## src/rtl/rsched_pkg.sv

```systemverilog
package rsched_pkg;

  // Index of the lowest set bit; 0 when none is set.
  function automatic int first_set(input logic [31:0] v);
    int idx;
    idx = 0;
    for (int i = 31; i >= 0; i--) begin
      if (v[i]) idx = i;
    end
    return idx;
  endfunction

endpackage

```

## src/rtl/rsched_tick.sv

```systemverilog
module rsched_tick #(
  parameter int INTERVAL = 750
) (
  input  logic clk,
  input  logic rst,
  output logic tick
);
  localparam int CW = (INTERVAL > 2) ? $clog2(INTERVAL) : 1;
  localparam logic [CW-1:0] LAST = CW'(INTERVAL - 1);

  logic [CW-1:0] cnt_q;

  always_ff @(posedge clk) begin
    if (rst)                cnt_q <= '0;
    else if (cnt_q == LAST) cnt_q <= '0;
    else                    cnt_q <= cnt_q + 1'b1;
  end

  assign tick = (cnt_q == LAST);
endmodule

```

## src/rtl/rsched_bank.sv

```systemverilog
module rsched_bank #(
  parameter int ROW_W  = 13,
  parameter int DEBT_W = 4,
  parameter int URGENT = 8
) (
  input  logic             clk,
  input  logic             rst,
  input  logic             tick,
  input  logic             fire,
  input  logic             win,
  input  logic [ROW_W-1:0] row_last,
  output logic             want_nx,
  output logic             urgent_nx,
  output logic [ROW_W-1:0] row_nx
);
  localparam logic [DEBT_W-1:0] DMAX = '1;
  localparam logic [DEBT_W-1:0] DURG = DEBT_W'(URGENT);

  logic [DEBT_W-1:0] debt_q, debt_nx;
  logic [ROW_W-1:0]  row_q;

  always_comb begin
    unique case ({tick, fire})
      2'b10:   debt_nx = (debt_q == DMAX) ? debt_q : debt_q + 1'b1;
      2'b01:   debt_nx = (debt_q == '0)   ? debt_q : debt_q - 1'b1;
      default: debt_nx = debt_q;
    endcase
  end

  always_comb begin
    if (!fire)                 row_nx = row_q;
    else if (row_q == row_last) row_nx = '0;
    else                       row_nx = row_q + 1'b1;
  end

  always_ff @(posedge clk) begin
    if (rst) begin
      debt_q <= '0;
      row_q  <= '0;
    end else begin
      debt_q <= debt_nx;
      row_q  <= row_nx;
    end
  end

  assign urgent_nx = (debt_nx >= DURG) && (debt_nx != '0);
  assign want_nx   = (debt_nx != '0) && (win || urgent_nx);
endmodule

```

## src/rtl/rsched_select.sv

```systemverilog
module rsched_select
  import rsched_pkg::*;
#(
  parameter int NB    = 4,
  parameter int ROW_W = 13,
  localparam int BW   = (NB > 1) ? $clog2(NB) : 1
) (
  input  logic                clk,
  input  logic                rst,
  input  logic [NB-1:0]       want,
  input  logic [NB-1:0]       urg,
  input  logic [NB*ROW_W-1:0] rows,
  input  logic                fire_any,
  output logic [NB-1:0]       req,
  output logic                urgent,
  output logic [BW-1:0]       bank,
  output logic [ROW_W-1:0]    row
);
  logic          val_q, val_nx;
  logic [BW-1:0] sel_q, sel_nx;
  logic [NB-1:0] hot;
  logic          keep;

  assign hot  = want & urg;
  assign keep = val_q && !fire_any && want[sel_q];

  always_comb begin
    if (keep) begin
      val_nx = 1'b1;
      sel_nx = sel_q;
    end else if (|hot) begin
      val_nx = 1'b1;
      sel_nx = BW'(first_set(32'(hot)));
    end else if (|want) begin
      val_nx = 1'b1;
      sel_nx = BW'(first_set(32'(want)));
    end else begin
      val_nx = 1'b0;
      sel_nx = '0;
    end
  end

  always_ff @(posedge clk) begin
    if (rst) begin
      val_q  <= 1'b0;
      sel_q  <= '0;
      req    <= '0;
      urgent <= 1'b0;
      row    <= '0;
    end else begin
      val_q  <= val_nx;
      sel_q  <= sel_nx;
      req    <= val_nx ? (NB'(1) << sel_nx) : '0;
      urgent <= val_nx && urg[sel_nx];
      row    <= rows[int'(sel_nx)*ROW_W +: ROW_W];
    end
  end

  assign bank = sel_q;
endmodule

```

## src/rtl/bank_refresh_sched.sv

```systemverilog
module bank_refresh_sched #(
  parameter int NUM_BANKS = 4,
  parameter int ROW_W     = 13,
  parameter int INTERVAL  = 750,
  parameter int DEBT_W    = 4,
  parameter int URGENT    = 8,
  localparam int BW       = (NUM_BANKS > 1) ? $clog2(NUM_BANKS) : 1
) (
  input  logic                       clk,
  input  logic                       rst,
  input  logic [NUM_BANKS-1:0]       refresh_win,
  input  logic [NUM_BANKS*ROW_W-1:0] row_last_flat,
  input  logic [NUM_BANKS-1:0]       ref_gnt,
  output logic [NUM_BANKS-1:0]       ref_req,
  output logic                       ref_urgent,
  output logic [BW-1:0]              ref_bank,
  output logic [ROW_W-1:0]           ref_row
);
  logic                       tick;
  logic [NUM_BANKS-1:0]       fire, want, urg;
  logic [NUM_BANKS*ROW_W-1:0] rows;

  assign fire = ref_req & ref_gnt;

  rsched_tick #(.INTERVAL(INTERVAL)) u_tick (
    .clk  (clk),
    .rst  (rst),
    .tick (tick)
  );

  for (genvar b = 0; b < NUM_BANKS; b++) begin : g_bank
    rsched_bank #(
      .ROW_W  (ROW_W),
      .DEBT_W (DEBT_W),
      .URGENT (URGENT)
    ) u_bank (
      .clk       (clk),
      .rst       (rst),
      .tick      (tick),
      .fire      (fire[b]),
      .win       (refresh_win[b]),
      .row_last  (row_last_flat[b*ROW_W +: ROW_W]),
      .want_nx   (want[b]),
      .urgent_nx (urg[b]),
      .row_nx    (rows[b*ROW_W +: ROW_W])
    );
  end

  rsched_select #(.NB(NUM_BANKS), .ROW_W(ROW_W)) u_sel (
    .clk      (clk),
    .rst      (rst),
    .want     (want),
    .urg      (urg),
    .rows     (rows),
    .fire_any (|fire),
    .req      (ref_req),
    .urgent   (ref_urgent),
    .bank     (ref_bank),
    .row      (ref_row)
  );
endmodule

```

## config.mk

```make
export PLATFORM = sky130hd
export DESIGN_NAME = bank_refresh_sched
export DESIGN_NICKNAME = d
export VERILOG_FILES = /design/src/rtl/rsched_pkg.sv /design/src/rtl/rsched_tick.sv /design/src/rtl/rsched_bank.sv /design/src/rtl/rsched_select.sv /design/src/rtl/bank_refresh_sched.sv
export SDC_FILE = /design/constraint.sdc
export NUM_CORES = 1
export LEC_CHECK = 0
export BUFFER_PORTS_ARGS = -buffer_cell sky130_fd_sc_hd__buf_2
export CAP_MARGIN = 10
export CORE_ASPECT_RATIO = 0.7
export CORE_UTILIZATION = 24
export CTS_BUF_LIST = sky130_fd_sc_hd__clkbuf_16
export DETAILED_ROUTE_END_ITERATION = 6
export PLACE_DENSITY = 0.51
export SYNTH_ARGS = -nofsm -noshare
export SYNTH_HDL_FRONTEND = slang
export SYNTH_SLANG_ARGS = --single-unit
```

## constraint.sdc

```tcl
create_clock -name clk -period 3.9 [get_ports clk]
set_input_delay 0.39 -clock clk [delete_from_list [all_inputs] [get_ports clk]]
set_output_delay 0.39 -clock clk [all_outputs]
set_load 0.05 [all_outputs]
```

==> results of run 1 <==
[kinds of logic (layout without fill, tap and decap cells)]
logic type | Yosys count | count (layout)
flip-flops | 99 | 99
XOR/XNOR | 94 | 94
AND/OR/NAND/NOR | 339 | 339
multiplexers | 31 | 31
buffers and inverters | 61 | 166
AO/OA/AOI/OAI | 118 | 118
adder cells (fa/ha/maj) | 22 | 22
[layer usage]
metal	wire length [µm]	GRT usage, %	up-vias	part of all wire (%)
met5	0	0	-	0
met4	80	2.122	0	0.44
met3	849	2.845	8	4.6
met2	7202	17.88	152	39
met1	10170	21.99	2627	56
li1	-	-	2913	-
[flip-flops by register name, summed over array words and instances, names as in the netlist]
| name | flops |
|---|---|
| u_sel.row | 13 |
| u_tick.cnt_q | 10 |
| u_sel.bank | 2 |
| u_sel.val_q | 1 |
| g_bank.u_bank.row_q | 52 |
| g_bank.u_bank.debt_q | 16 |
| u_sel.req | 4 |
| u_sel.urgent | 1 |
[area by class of cell]
type	count	area, µm²
inverter	32	120.1
sequential	99	1982
timing repair buffer	118	708.2
clock buffer	9	225.2
clock inverter	7	76.32
tap	357	446.7
multi-input combinational	604	4188
fill	2789	18190
[power groups by stage]
stage	clock, mW	combinational, mW	sequential [mW]
global route	1.01	0.123	1.02
floorplan	0	0.0506	1.05
global placement	0	0.112	1.05
finish	0.924	0.111	1.02
detailed placement	0	0.112	1.04
CTS	0.959	0.113	1.02
[critical path, cell delays in order, from the launching register on]
cell	delay [ps]
dfxtp_1	330
inv_1	40
ha_1	160
nor4bb_1	120
nand4_1	80
buf_4	180
inv_1	70
buf_4	160
ha_1	240
or4b_1	500
o2111ai_2	120
nand2_2	120
o41ai_4	370
o22ai_2	200
nor2_4	170
a31oi_4	110
buf_4	210
mux2_4	310
o22ai_2	130
[worst paths after layout]
kind / startpoint / end / cells past startpoint
worst max-delay path: u_tick.cnt_q[1] / u_sel.row[9] / 18
worst min-delay path: u_tick.cnt_q[8] / u_tick.cnt_q[8] / 2
worst max register to register: u_tick.cnt_q[1] / u_sel.row[9] / 18
worst min register to register: u_tick.cnt_q[8] / u_tick.cnt_q[8] / 2
[timing repair]
item                                    in CTS  in global routing
endpoints found under the setup margin       0                 14
hold endpoints to repair                     0                  0
buffers inserted                             0                  1
resized for setup                            0                  7
[layout by cell type, fill, tap and decap left out, types with 4 or more instances in the layout]
| master | instances |
|---|---|
| mux2i_1 | 22 |
| nor2b_1 | 19 |
| clkbuf_16 | 9 |
| or3_1 | 4 |
| dfxtp_1 | 99 |
| buf_4 | 35 |
| inv_1 | 30 |
| and4_1 | 5 |
| nand2_1 | 55 |
| or2_2 | 5 |
| nor4_1 | 9 |
| and3_1 | 19 |
| xnor2_1 | 44 |
| nor2_1 | 101 |
| a21oi_1 | 20 |
| mux2_4 | 6 |
| and2_1 | 9 |
| a31oi_1 | 5 |
| nor3b_1 | 8 |
| o22ai_1 | 8 |
| nand2b_1 | 8 |
| o22ai_2 | 8 |
| nand3_1 | 26 |
| xor2_1 | 50 |
| buf_2 | 81 |
| nand4_1 | 19 |
| o21ai_0 | 16 |
| ha_1 | 21 |
| nor3_1 | 30 |
[per-stage QoR]
stage / power (mW) / utilization [%]
2_1_floorplan: 1.098 / -
3_3_place_gp: 1.157 / 28.53
3_5_place_dp: 1.157 / 28.53
4_1_cts: 2.093 / 29.69
5_1_grt: 2.154 / 29.87
6_report: 2.055 / 29.87
==> key figures, run 1 <==
Status
  – Status: completed

Logic synthesis
  – Synth Area in Simple Gates: between 20% and 30%
  – Synth Area in Adders: under 10%
  – Synth cell count leaders: 101 x nor2_1, 99 x dfxtp_1, 55 x nand2_1, 50 x xor2_1, 44 x xnor2_1
  – Syn avg cell area: approximately 8.4 µm²
  – Count leader, synth: nor2_1
  – Post-synth top area share: 30.90%
  – Synth warn: 0
  – Ys async rst share: 0%
  – Synth Instances: 764
  – Leading post-synthesis cells by cell area: dfxtp_1 31%, xor2_1 6.8%, xnor2_1 6.0%, nor2_1 5.9%, ha_1 4.3%
  – Mapped Nets: around 850
  – Synthesized flop and latch total: around 100
  – Post-synth cell types: 84
  – Xor/xnor share of the synthesized area: 12.83%
  – Area leader, netlist: dfxtp_1
  – Compound-gate portion of the synthesized area: between 10% and 20%
  – Ys flop type: dfxtp_1
  – Post-synthesis cell area: ~6400 µm²
  – Main combinational cell family by area after synthesis: simple AND/OR/NAND/NOR gates
  – Post-synthesis sequential area ratio: 30.90%
  – Number of synthesized flops with an enable pin: 0
  – Post-synthesis mux area share: approximately 5.4%

Clocking
  – Hold-fix buffers at CTS: 0
  – H-tree lvl count: 3
  – Worst skew pair latency: between 300 and 400 ps
  – Number of CTS-inserted buffers: 9
  – Clock-pin slew on the worst setup and hold paths: roughly 80 ps
  – Clock sinks: approximately 100
  – Clk root buf: clkbuf_16
  – CTS tree: yes
  – Clock tree buffer depth: 2

Die
  – Die Y: around 140 µm
  – Starting Density: roughly a quarter
  – Die area: roughly 27,000 µm²
  – FP Rows: 49
  – I/O pins: 82
  – Die W: between 150 and 200 µm
  – Core area: ~26,000 µm²

GRT
  – Largest net degree at the start of global routing: 37
  – Initial antenna violation count: 0
  – Gr usage total: a little over an eighth
  – GRT overflow: 0
  – First-pass GRT wire length: between 20,000 and 30,000 µm
  – Vias in the first global route: approximately 5.3k

STA
  – Final period util: a little over nine tenths
  – Final setup TNS: 0 ps
  – Worst Max-Slew Pin Slew: ~850 ps
  – Relative slew slack: 42.99%
  – Hold Slack: just over 500 ps
  – RSZ-0062 raised after global routing: false
  – Final Setup Violations: 0
  – Layout Skew: just over 8 ps
  – Final worst setup slack: 191.3 ps
  – Minimum clock period: ~3700 ps
  – Hold Fails Final Rpt: 0
  – Fmax: about 270 MHz
  – Pins Over Slew Limit: 0

Placed design
  – Post-DP HPWL: roughly 14,000 µm
  – Routability cong.: approximately 0.87
  – DP Worst Slack: about 180 ps
  – Port Buf Inserts: between 80 and 90
  – Post-DP Area: 7398 µm²
  – Cells after DPL: 1,209

Power and ir drop
  – Sequential Power Share: slightly below 50%
  – Max VDD drop: 0.2016 mV
  – P per Cell Area: 265.3 nW/µm²
  – Switching share of power: between 20 and 30%
  – Pint: between 1.5 and 2 mW
  – Leak Pwr: 3.225 nW
  – Net Sw Power: ~530 µW
  – Clock power share: 44.9%
  – Combinational share of power: roughly 5.4%

Drt
  – Total length of routed wires: around 18,000 µm
  – DRC: 0
  – Iter 0 DRT Violations: roughly 500
  – Vias: 5,700
  – Via/cell ratio: around 4.6
  – Post-detailed-route count of antenna-violating nets: 0
  – Total iterations of the first detailed-routing run: 5
  – WL per Instance: 14.93 µm

Final layout
  – Fin area: 7746 µm²
  – Ant. Diodes: 0
  – Layout cells sized above 1: between 20 and 25%
  – Finished Layout Cells: 1,226
  – Layout area overhead: 20.75%
  – Final nets: roughly 950

Critical path
  – Worst EP required: about 4200 ps
  – WP data arrival: 4000 ps
  – Crit path max fanout: 10
  – Crit path launch type: register
  – R2R setup slack: roughly 190 ps
  – Critical Path Sink Type: register
  – Crit path kind: reg -> reg

Run
  – MaxCap Viol Count: 0

Hold path
  – Worst hold path type: reg -> reg
Power figures use the tool's default switching activity.
==> run 2, diff against run 1 <==
--- a/config.mk
+++ b/config.mk
@@ -11,7 +11,7 @@
 export CORE_UTILIZATION = 24
 export CTS_BUF_LIST = sky130_fd_sc_hd__clkbuf_16
 export DETAILED_ROUTE_END_ITERATION = 6
-export PLACE_DENSITY = 0.51
+export PLACE_DENSITY = 0.43
 export SYNTH_ARGS = -nofsm -noshare
 export SYNTH_HDL_FRONTEND = slang
 export SYNTH_SLANG_ARGS = --single-unit
==> run 2 against run 1 <==
Via count shrank 1.5%. Combinational power is essentially flat. Power grew 1.3%. Hold slack lost 46 ps. Flip-flop and latch count is the same. Non-clock buffer count shrank 7. Clock skew shrank 2.5 ps. Sequential power is essentially flat. Largest power group unchanged. Critical path depth shrank 1. Clock-buffer cell count is the same. Global-route usage shrank 0.26 points.
==> key figures, run 2 (same netlist as run 1, synthesis figures left out) <==
Status
  – Status: completed

Final layout
  – Largest regs: g_bank.u_bank.row_q x52, g_bank.u_bank.debt_q x16, u_sel.row x13
  – Layout area overhead: 21.55%
  – Largest register FFs: 52 (unchanged)
  – Ant. Diodes: 0 (unchanged)
  – Fillcell total: 2,804 (+0.54%)
  – Commonest non-fill, non-tap cell in the layout: nor2_1
  – Layout cells sized above 1: 20.77% (+0.40 points)
  – Final nets: 941 (-0.74%)
  – Top reg by flops: g_bank.u_bank.row_q
  – Most frequent cells in the layout: 101 x nor2_1, 99 x dfxtp_1, 81 x buf_2, 55 x nand2_1, 50 x xor2_1

Die
  – Die W: 197.4 µm (unchanged)
  – I/O pins: 82 (unchanged)
  – Die area: 27,400 µm² (unchanged)
  – FP Rows: 49 (unchanged)
  – Die Y: 138.8 µm (unchanged)
  – Core area: 25,930 µm² (unchanged)
  – Starting Density: 24.74% (unchanged)

Drt
  – Vias: 5,613 (-1.5%)
  – Total iterations of the first detailed-routing run: 5 (unchanged)
  – DRC: 0 (unchanged)
  – Via/cell ratio: 4.605 (-0.96%)
  – Iter 0 DRT Violations: 350 (-30%)
  – Post-detailed-route count of antenna-violating nets: 0 (unchanged)
  – WL per Instance: 15.20 µm (+1.9%)
  – Total length of routed wires: 18,530 µm (+1.3%)

Clocking
  – Clock-pin slew on the worst setup and hold paths: 70 ps (about the same)
  – Clock tree buffer depth: 2 (unchanged)
  – H-tree lvl count: 3 (unchanged)
  – CTS tree: yes
  – Clock sinks: 99 (unchanged)
  – Number of CTS-inserted buffers: 9 (unchanged)
  – Hold-fix buffers at CTS: 0 (unchanged)
  – Clk root buf: clkbuf_16
  – Worst skew pair latency: 360 ps (about the same)

Hold path
  – Worst hold path type: in -> reg

Critical path
  – CP Cell Sequence: inv_1 -> ha_1 -> nor4bb_2 -> nand4_1 -> buf_6 -> clkinvlp_4 -> buf_4 -> ha_2 -> a211o_1 -> a32o_2 -> o41ai_4 -> o22ai_2 -> nor2_4 -> a31oi_4 -> clkbuf_16 -> buf_4 -> and3_1
  – Crit path largest cell delay: 440 ps (-60 ps)
  – Crit-path slowest cell: o41ai_4
  – Crit path launch type: register
  – Bufs and invs on worst path: 6 (+1)
  – Critical Path Sink Type: register
  – Crit path kind: reg -> reg
  – Crit-path most repeated cell: buf_4
  – Worst EP required: 4130 ps (-60 ps)
  – Crit path max fanout: 14 (+4)
  – Crit-path leading delay family: compound AO/OA/AOI/OAI gates
  – WP data arrival: 3950 ps (-50 ps)

GRT
  – Largest net degree at the start of global routing: 33 (-11%)
  – Initial antenna violation count: 0 (unchanged)
  – Gr usage total: 13.31% (-0.26 points)
  – Vias in the first global route: 5,129 (-2.8%)
  – First-pass GRT wire length: 28,420 µm (-3.0%)
  – GRT overflow: 0 (unchanged)

Power and ir drop
  – Leak Pwr: 3.202 nW (-0.71%)
  – Max VDD drop: 0.2509 mV (+24%)
  – P per Cell Area: 266.9 nW/µm² (+0.59%)
  – Total power: 2.081 mW (+1.3%)

STA
  – Final setup TNS: 0 ps (unchanged)
  – Worst Max-Slew Pin Slew: 682.7 ps (-164.6 ps)
  – Final period util: 95.57% (+0.48 points)
  – Hold Fails Final Rpt: 0 (unchanged)
  – Pins Over Slew Limit: 0 (unchanged)
  – Final Setup Violations: 0 (unchanged)
  – Minimum clock period: 3727 ps (+18.63 ps)
  – Fmax: 268.3 MHz (-0.50%)
  – Layout Skew: 5.707 ps (-2.536 ps)
  – Relative slew slack: 54.46% (+11 points)

Placed design
  – Port Buf Inserts: 81 (unchanged)
  – Routability cong.: 0.8461 (-2.6%)
  – Post-DP HPWL: 14,180 µm (-1.1%)

Run
  – MaxCap Viol Count: 0 (unchanged)
==> run 2: cell count changes in the layout (fill, tap and decap cells not counted), sizes merged <==
cell,previous run,this run
buf,118,109
clkinvlp,0,3
clkbuf,9,11
inv,36,32
bufinv,0,1
==> run 2: final cells by class <==
type | instances | area (µm²) | area share, %
flip-flops and latches | 99 | 1982 | 25.42
repair buffers | 111 | 694.4 | 8.906
multi-input cells | 604 | 4243 | 54.41
well taps | 357 | 446.7 | 5.728
inverters | 32 | 123.9 | 1.589
clock buffers | 9 | 225.2 | 2.888
clock inverters | 7 | 82.58 | 1.059
==> run 2: layer usage <==
layer | vias to the layer above | GRT usage, % | wire (µm)
li1 | 2895 | - | -
met1 | 2584 | 21.67 | 10540
met2 | 122 | 17.14 | 6990
met3 | 12 | 2.651 | 809
met4 | 0 | 2.938 | 194
met5 | - | 0 | 0
==> run 2: timing repair <==
item                                    4_1_cts  5_1_grt
setup buffers                                 0        6
gates resized for setup                       0       20
endpoints found under the setup margin        0       15
==> run 2: per-stage QoR <==
step	setup WS (ps)	hold slack, ps	instances	area (µm²)	util [%]
after floorplan	344.6	452.7	764	6415	-
after detailed placement	124.2	495.9	1195	7293	28.12
final	172.7	464.9	1219	7797	30.07
after CTS	126.9	468.1	1211	7601	29.31
after global placement	89.25	492.5	1195	7293	28.12
after global routing	-30.42	483.8	1219	7797	30.07
==> run 2: report_power, final <==
group	internal, mW	switching (mW)
Combinational	0.0532	0.0568
Clock	0.508	0.442
Sequential	1.02	0.00521
==> run 2: final timing paths <==
kind	startpoint	end	slack [ps]	depth (start not counted)
max	u_tick.cnt_q[1]	u_sel.req[2]	170	17
min	rst	g_bank[3].u_bank.debt_q[3]	460	2
max reg2reg	u_tick.cnt_q[1]	u_sel.req[2]	170	17
min reg2reg	u_tick.cnt_q[5]	u_tick.cnt_q[5]	510	2
==> run 3, diff against run 2 <==
--- a/config.mk
+++ b/config.mk
@@ -11,6 +11,7 @@
 export CORE_UTILIZATION = 24
 export CTS_BUF_LIST = sky130_fd_sc_hd__clkbuf_16
 export DETAILED_ROUTE_END_ITERATION = 6
+export GPL_TIMING_DRIVEN = 0
 export PLACE_DENSITY = 0.43
 export SYNTH_ARGS = -nofsm -noshare
 export SYNTH_HDL_FRONTEND = slang
==> run 3 against run 2 <==
Clock power increased by 0.9%. Via count increased by 2.0%. Clock skew increased by 4.7 ps. Cell count increased by 1.6%. Hold slack got worse by 53 ps. Die area unchanged. Combinational power increased by 8%. Critical path depth increased by 1. Largest cell class unchanged. Core utilization increased by 1.1 points.
==> key figures, run 3 (same netlist as run 1, synthesis figures left out) <==
Critical path
  – Crit path launch type: register
  – CP Cell Sequence: inv_1 -> ha_2 -> nor4bb_4 -> nand4_1 -> buf_6 -> clkinvlp_4 -> ha_4 -> or4b_4 -> o2111ai_4 -> nand2_2 -> o41ai_4 -> a31oi_1 -> o211ai_2 -> a31oi_4 -> buf_12 -> clkbuf_16 -> mux2_4 -> o22ai_2
  – Crit-path leading delay family: compound AO/OA/AOI/OAI gates
  – Worst flop-to-flop path endpoint: u_sel.row[11]
  – Crit path kind: reg -> reg
  – Bufs and invs on worst path: 5 (-1)
  – WP data arrival: 4090 ps (+140 ps)
  – Crit path max fanout: 7 (-7)
  – R2R setup slack: 110 ps (-60 ps)
  – Reg2reg start: u_tick.cnt_q[1]
  – Crit-path slowest cell: or4b_4
  – Worst path depth: 18 (+1)
  – Critical Path Sink Type: register
  – R2R cell count: 18 (+1)
  – Worst EP required: 4200 ps (+70 ps)
  – Crit path largest cell delay: 500 ps (+60 ps)

STA
  – Worst Max-Slew Pin Slew: 1002 ps (+319.2 ps)
  – Minimum clock period: 3786 ps (+58.41 ps)
  – Layout Skew: 10.44 ps (+4.734 ps)
  – Relative slew slack: 32.59% (-22 points)
  – Pins Over Slew Limit: 0 (unchanged)
  – Final worst setup slack: 114.3 ps (-58.41 ps)
  – Hold Fails Final Rpt: 0 (unchanged)
  – Final Setup Violations: 0 (unchanged)
  – Fmax: 264.2 MHz (-1.5%)
  – Hold Slack: 411.8 ps (-53.16 ps)
  – Final period util: 97.07% (+1.5 points)

Die
  – FP Rows: 49 (unchanged)
  – Die W: 197.4 µm (unchanged)
  – Die Y: 138.8 µm (unchanged)
  – Core area: 25,930 µm² (unchanged)
  – Starting Density: 24.74% (unchanged)
  – I/O pins: 82 (unchanged)
  – Die area: 27,400 µm² (unchanged)

Final layout
  – Layout cells sized above 1: 23.36% (+2.6 points)
  – Commonest non-fill, non-tap cell in the layout: nor2_1
  – Seq. cell area: 1989 µm² (+0.38%)
  – Largest register FFs: 52 (unchanged)
  – Most frequent cells in the layout: 99 x nor2_1, 97 x dfxtp_1, 83 x buf_2, 55 x nand2_1, 50 x xor2_1
  – Multi-input combinational cell area: 4405 µm² (+3.8%)
  – Layout area overhead: 26.06%
  – Final Util: 31.18% (+1.1 points)
  – Largest regs: g_bank.u_bank.row_q x52, g_bank.u_bank.debt_q x16, u_sel.row x13
  – Final nets: 961 (+2.1%)
  – Top reg by flops: g_bank.u_bank.row_q
  – Ant. Diodes: 0 (unchanged)
  – Fillcell total: 2,799 (-0.18%)
  – Finished Layout Cells: 1,239 (+1.6%)
  – Fin area: 8087 µm² (+3.7%)

Status
  – Status: completed

Run
  – MaxCap Viol Count: 0 (unchanged)

Drt
  – Total iterations of the first detailed-routing run: 5 (unchanged)
  – Vias: 5,727 (+2.0%)
  – Iter 0 DRT Violations: 298 (-15%)
  – DRC: 0 (unchanged)
  – Via/cell ratio: 4.622 (+0.38%)
  – Post-detailed-route count of antenna-violating nets: 0 (unchanged)
  – WL per Instance: 15.99 µm (+5.1%)
  – Total length of routed wires: 19,810 µm (+6.9%)

GRT
  – Largest net degree at the start of global routing: 19 (-42%)
  – Gr usage total: 14.03% (+0.72 points)
  – Vias in the first global route: 5,215 (+1.7%)
  – GRT overflow: 0 (unchanged)
  – First-pass GRT wire length: 29,460 µm (+3.7%)
  – Initial antenna violation count: 0 (unchanged)

Clocking
  – Clock-pin slew on the worst setup and hold paths: 80 ps (about the same)
  – Clock tree buffer depth: 2 (unchanged)
  – H-tree lvl count: 3 (unchanged)
  – Hold-fix buffers at CTS: 0 (unchanged)
  – Clock sinks: 99 (unchanged)
  – Clk root buf: clkbuf_16
  – Worst skew pair latency: 370 ps (about the same)
  – CTS tree: yes
  – Number of CTS-inserted buffers: 9 (unchanged)

Placed design
  – Post-DP Area: 7267 µm² (-0.36%)
  – Port Buf Inserts: 81 (unchanged)
  – Cells after DPL: 1,202 (+0.59%)
  – Routability cong.: 0.8117 (-4.1%)
  – DP Worst Slack: -675.3 ps (-799.4 ps)
  – Post-DP HPWL: 14,960 µm (+5.5%)

Hold path
  – Hold endpoint: g_bank[0].u_bank.row_q[0]
  – Worst hold path type: in -> reg
  – Hold Crit Start: rst
  – Hold path cells: 2 (unchanged)

Power and ir drop
  – Leak Pwr: 3.236 nW (+1.1%)
  – P per Cell Area: 259.7 nW/µm² (-2.7%)
  – Max VDD drop: 0.1925 mV (-23%)
-- run 3: cell types whose count changed in the layout (fill, tap and decap cells not counted), moves of 6 or more --
cell and delta:
mux2i_1 -7, clkbuf_1 +17, mux2i_2 +6, buf_4 -6, buf_6 +6
-- run 3: power breakdown --
| part | total, mW | internal (mW) | switching (mW) |
|---|---|---|---|
| Clock | 0.960 | 0.510 | 0.450 |
| Sequential | 1.02 | 1.02 | 0.00538 |
| Combinational | 0.119 | 0.0552 | 0.0638 |
| Total | 2.10 | 1.58 | 0.519 |
-- run 3: per-layer routing --
layer  wire length, µm  share of wire (%)  up-vias  track usage, %
li1                  -                  -     2924               -
met1             10980                 55     2659           22.68
met2              7626                 39      134           18.44
met3              1087                5.5       10           2.967
met4               115               0.58        0           2.448
met5                 0                  0        -               0
-- run 3: final cells by class --
type,instances,area share [%]
buffer,27,2.197
clock buffer,9,2.785
clock inverter,7,1.052
inverter,32,1.532
multi-input combinational,604,54.48
sequential,99,24.60
tap,357,5.524
timing repair buffer,104,7.829
-- run 3: worst max-delay path by stage --
stage / start / end / slack [ps]
detailed placement: u_tick.cnt_q[0] / u_sel.row[7] / -680
finish: u_tick.cnt_q[1] / u_sel.row[11] / 110
global placement: u_tick.cnt_q[0] / u_sel.row[6] / -720
floorplan: u_tick.cnt_q[0] / u_sel.row[2] / 340
CTS: u_tick.cnt_q[1] / u_sel.row[2] / 0.8
global route: u_tick.cnt_q[1] / u_sel.row[0] / -4
-- run 3: per-stage QoR --
stage               setup TNS, ps  power [mW]
floorplan                       0       1.098
global placement           -11960       1.158
detailed placement         -10940       1.157
CTS                             0       2.130
global route               -7.827       2.179
finish                          0       2.100
-- run 3: worst register-to-register path, cell delays in order (launching register included) --
cell        delay (ps)
dfxtp_4            340
inv_1               40
ha_2               150
nor4bb_4           140
nand4_1            110
buf_6              170
clkinvlp_4         200
ha_4               240
or4b_4             500
o2111ai_4           90
nand2_2            100
o41ai_4            360
a31oi_1            110
o211ai_2           270
a31oi_4            130
buf_12             160
clkbuf_16          160
mux2_4             310
o22ai_2            150
-- run 3: repair_timing --
action | in CTS | in global routing
setup buffers | 3 | 17
pin swaps | 2 | 25
gates resized for setup | 15 | 49
cloned | 0 | 3
setup endpoints to repair | 20 | 19
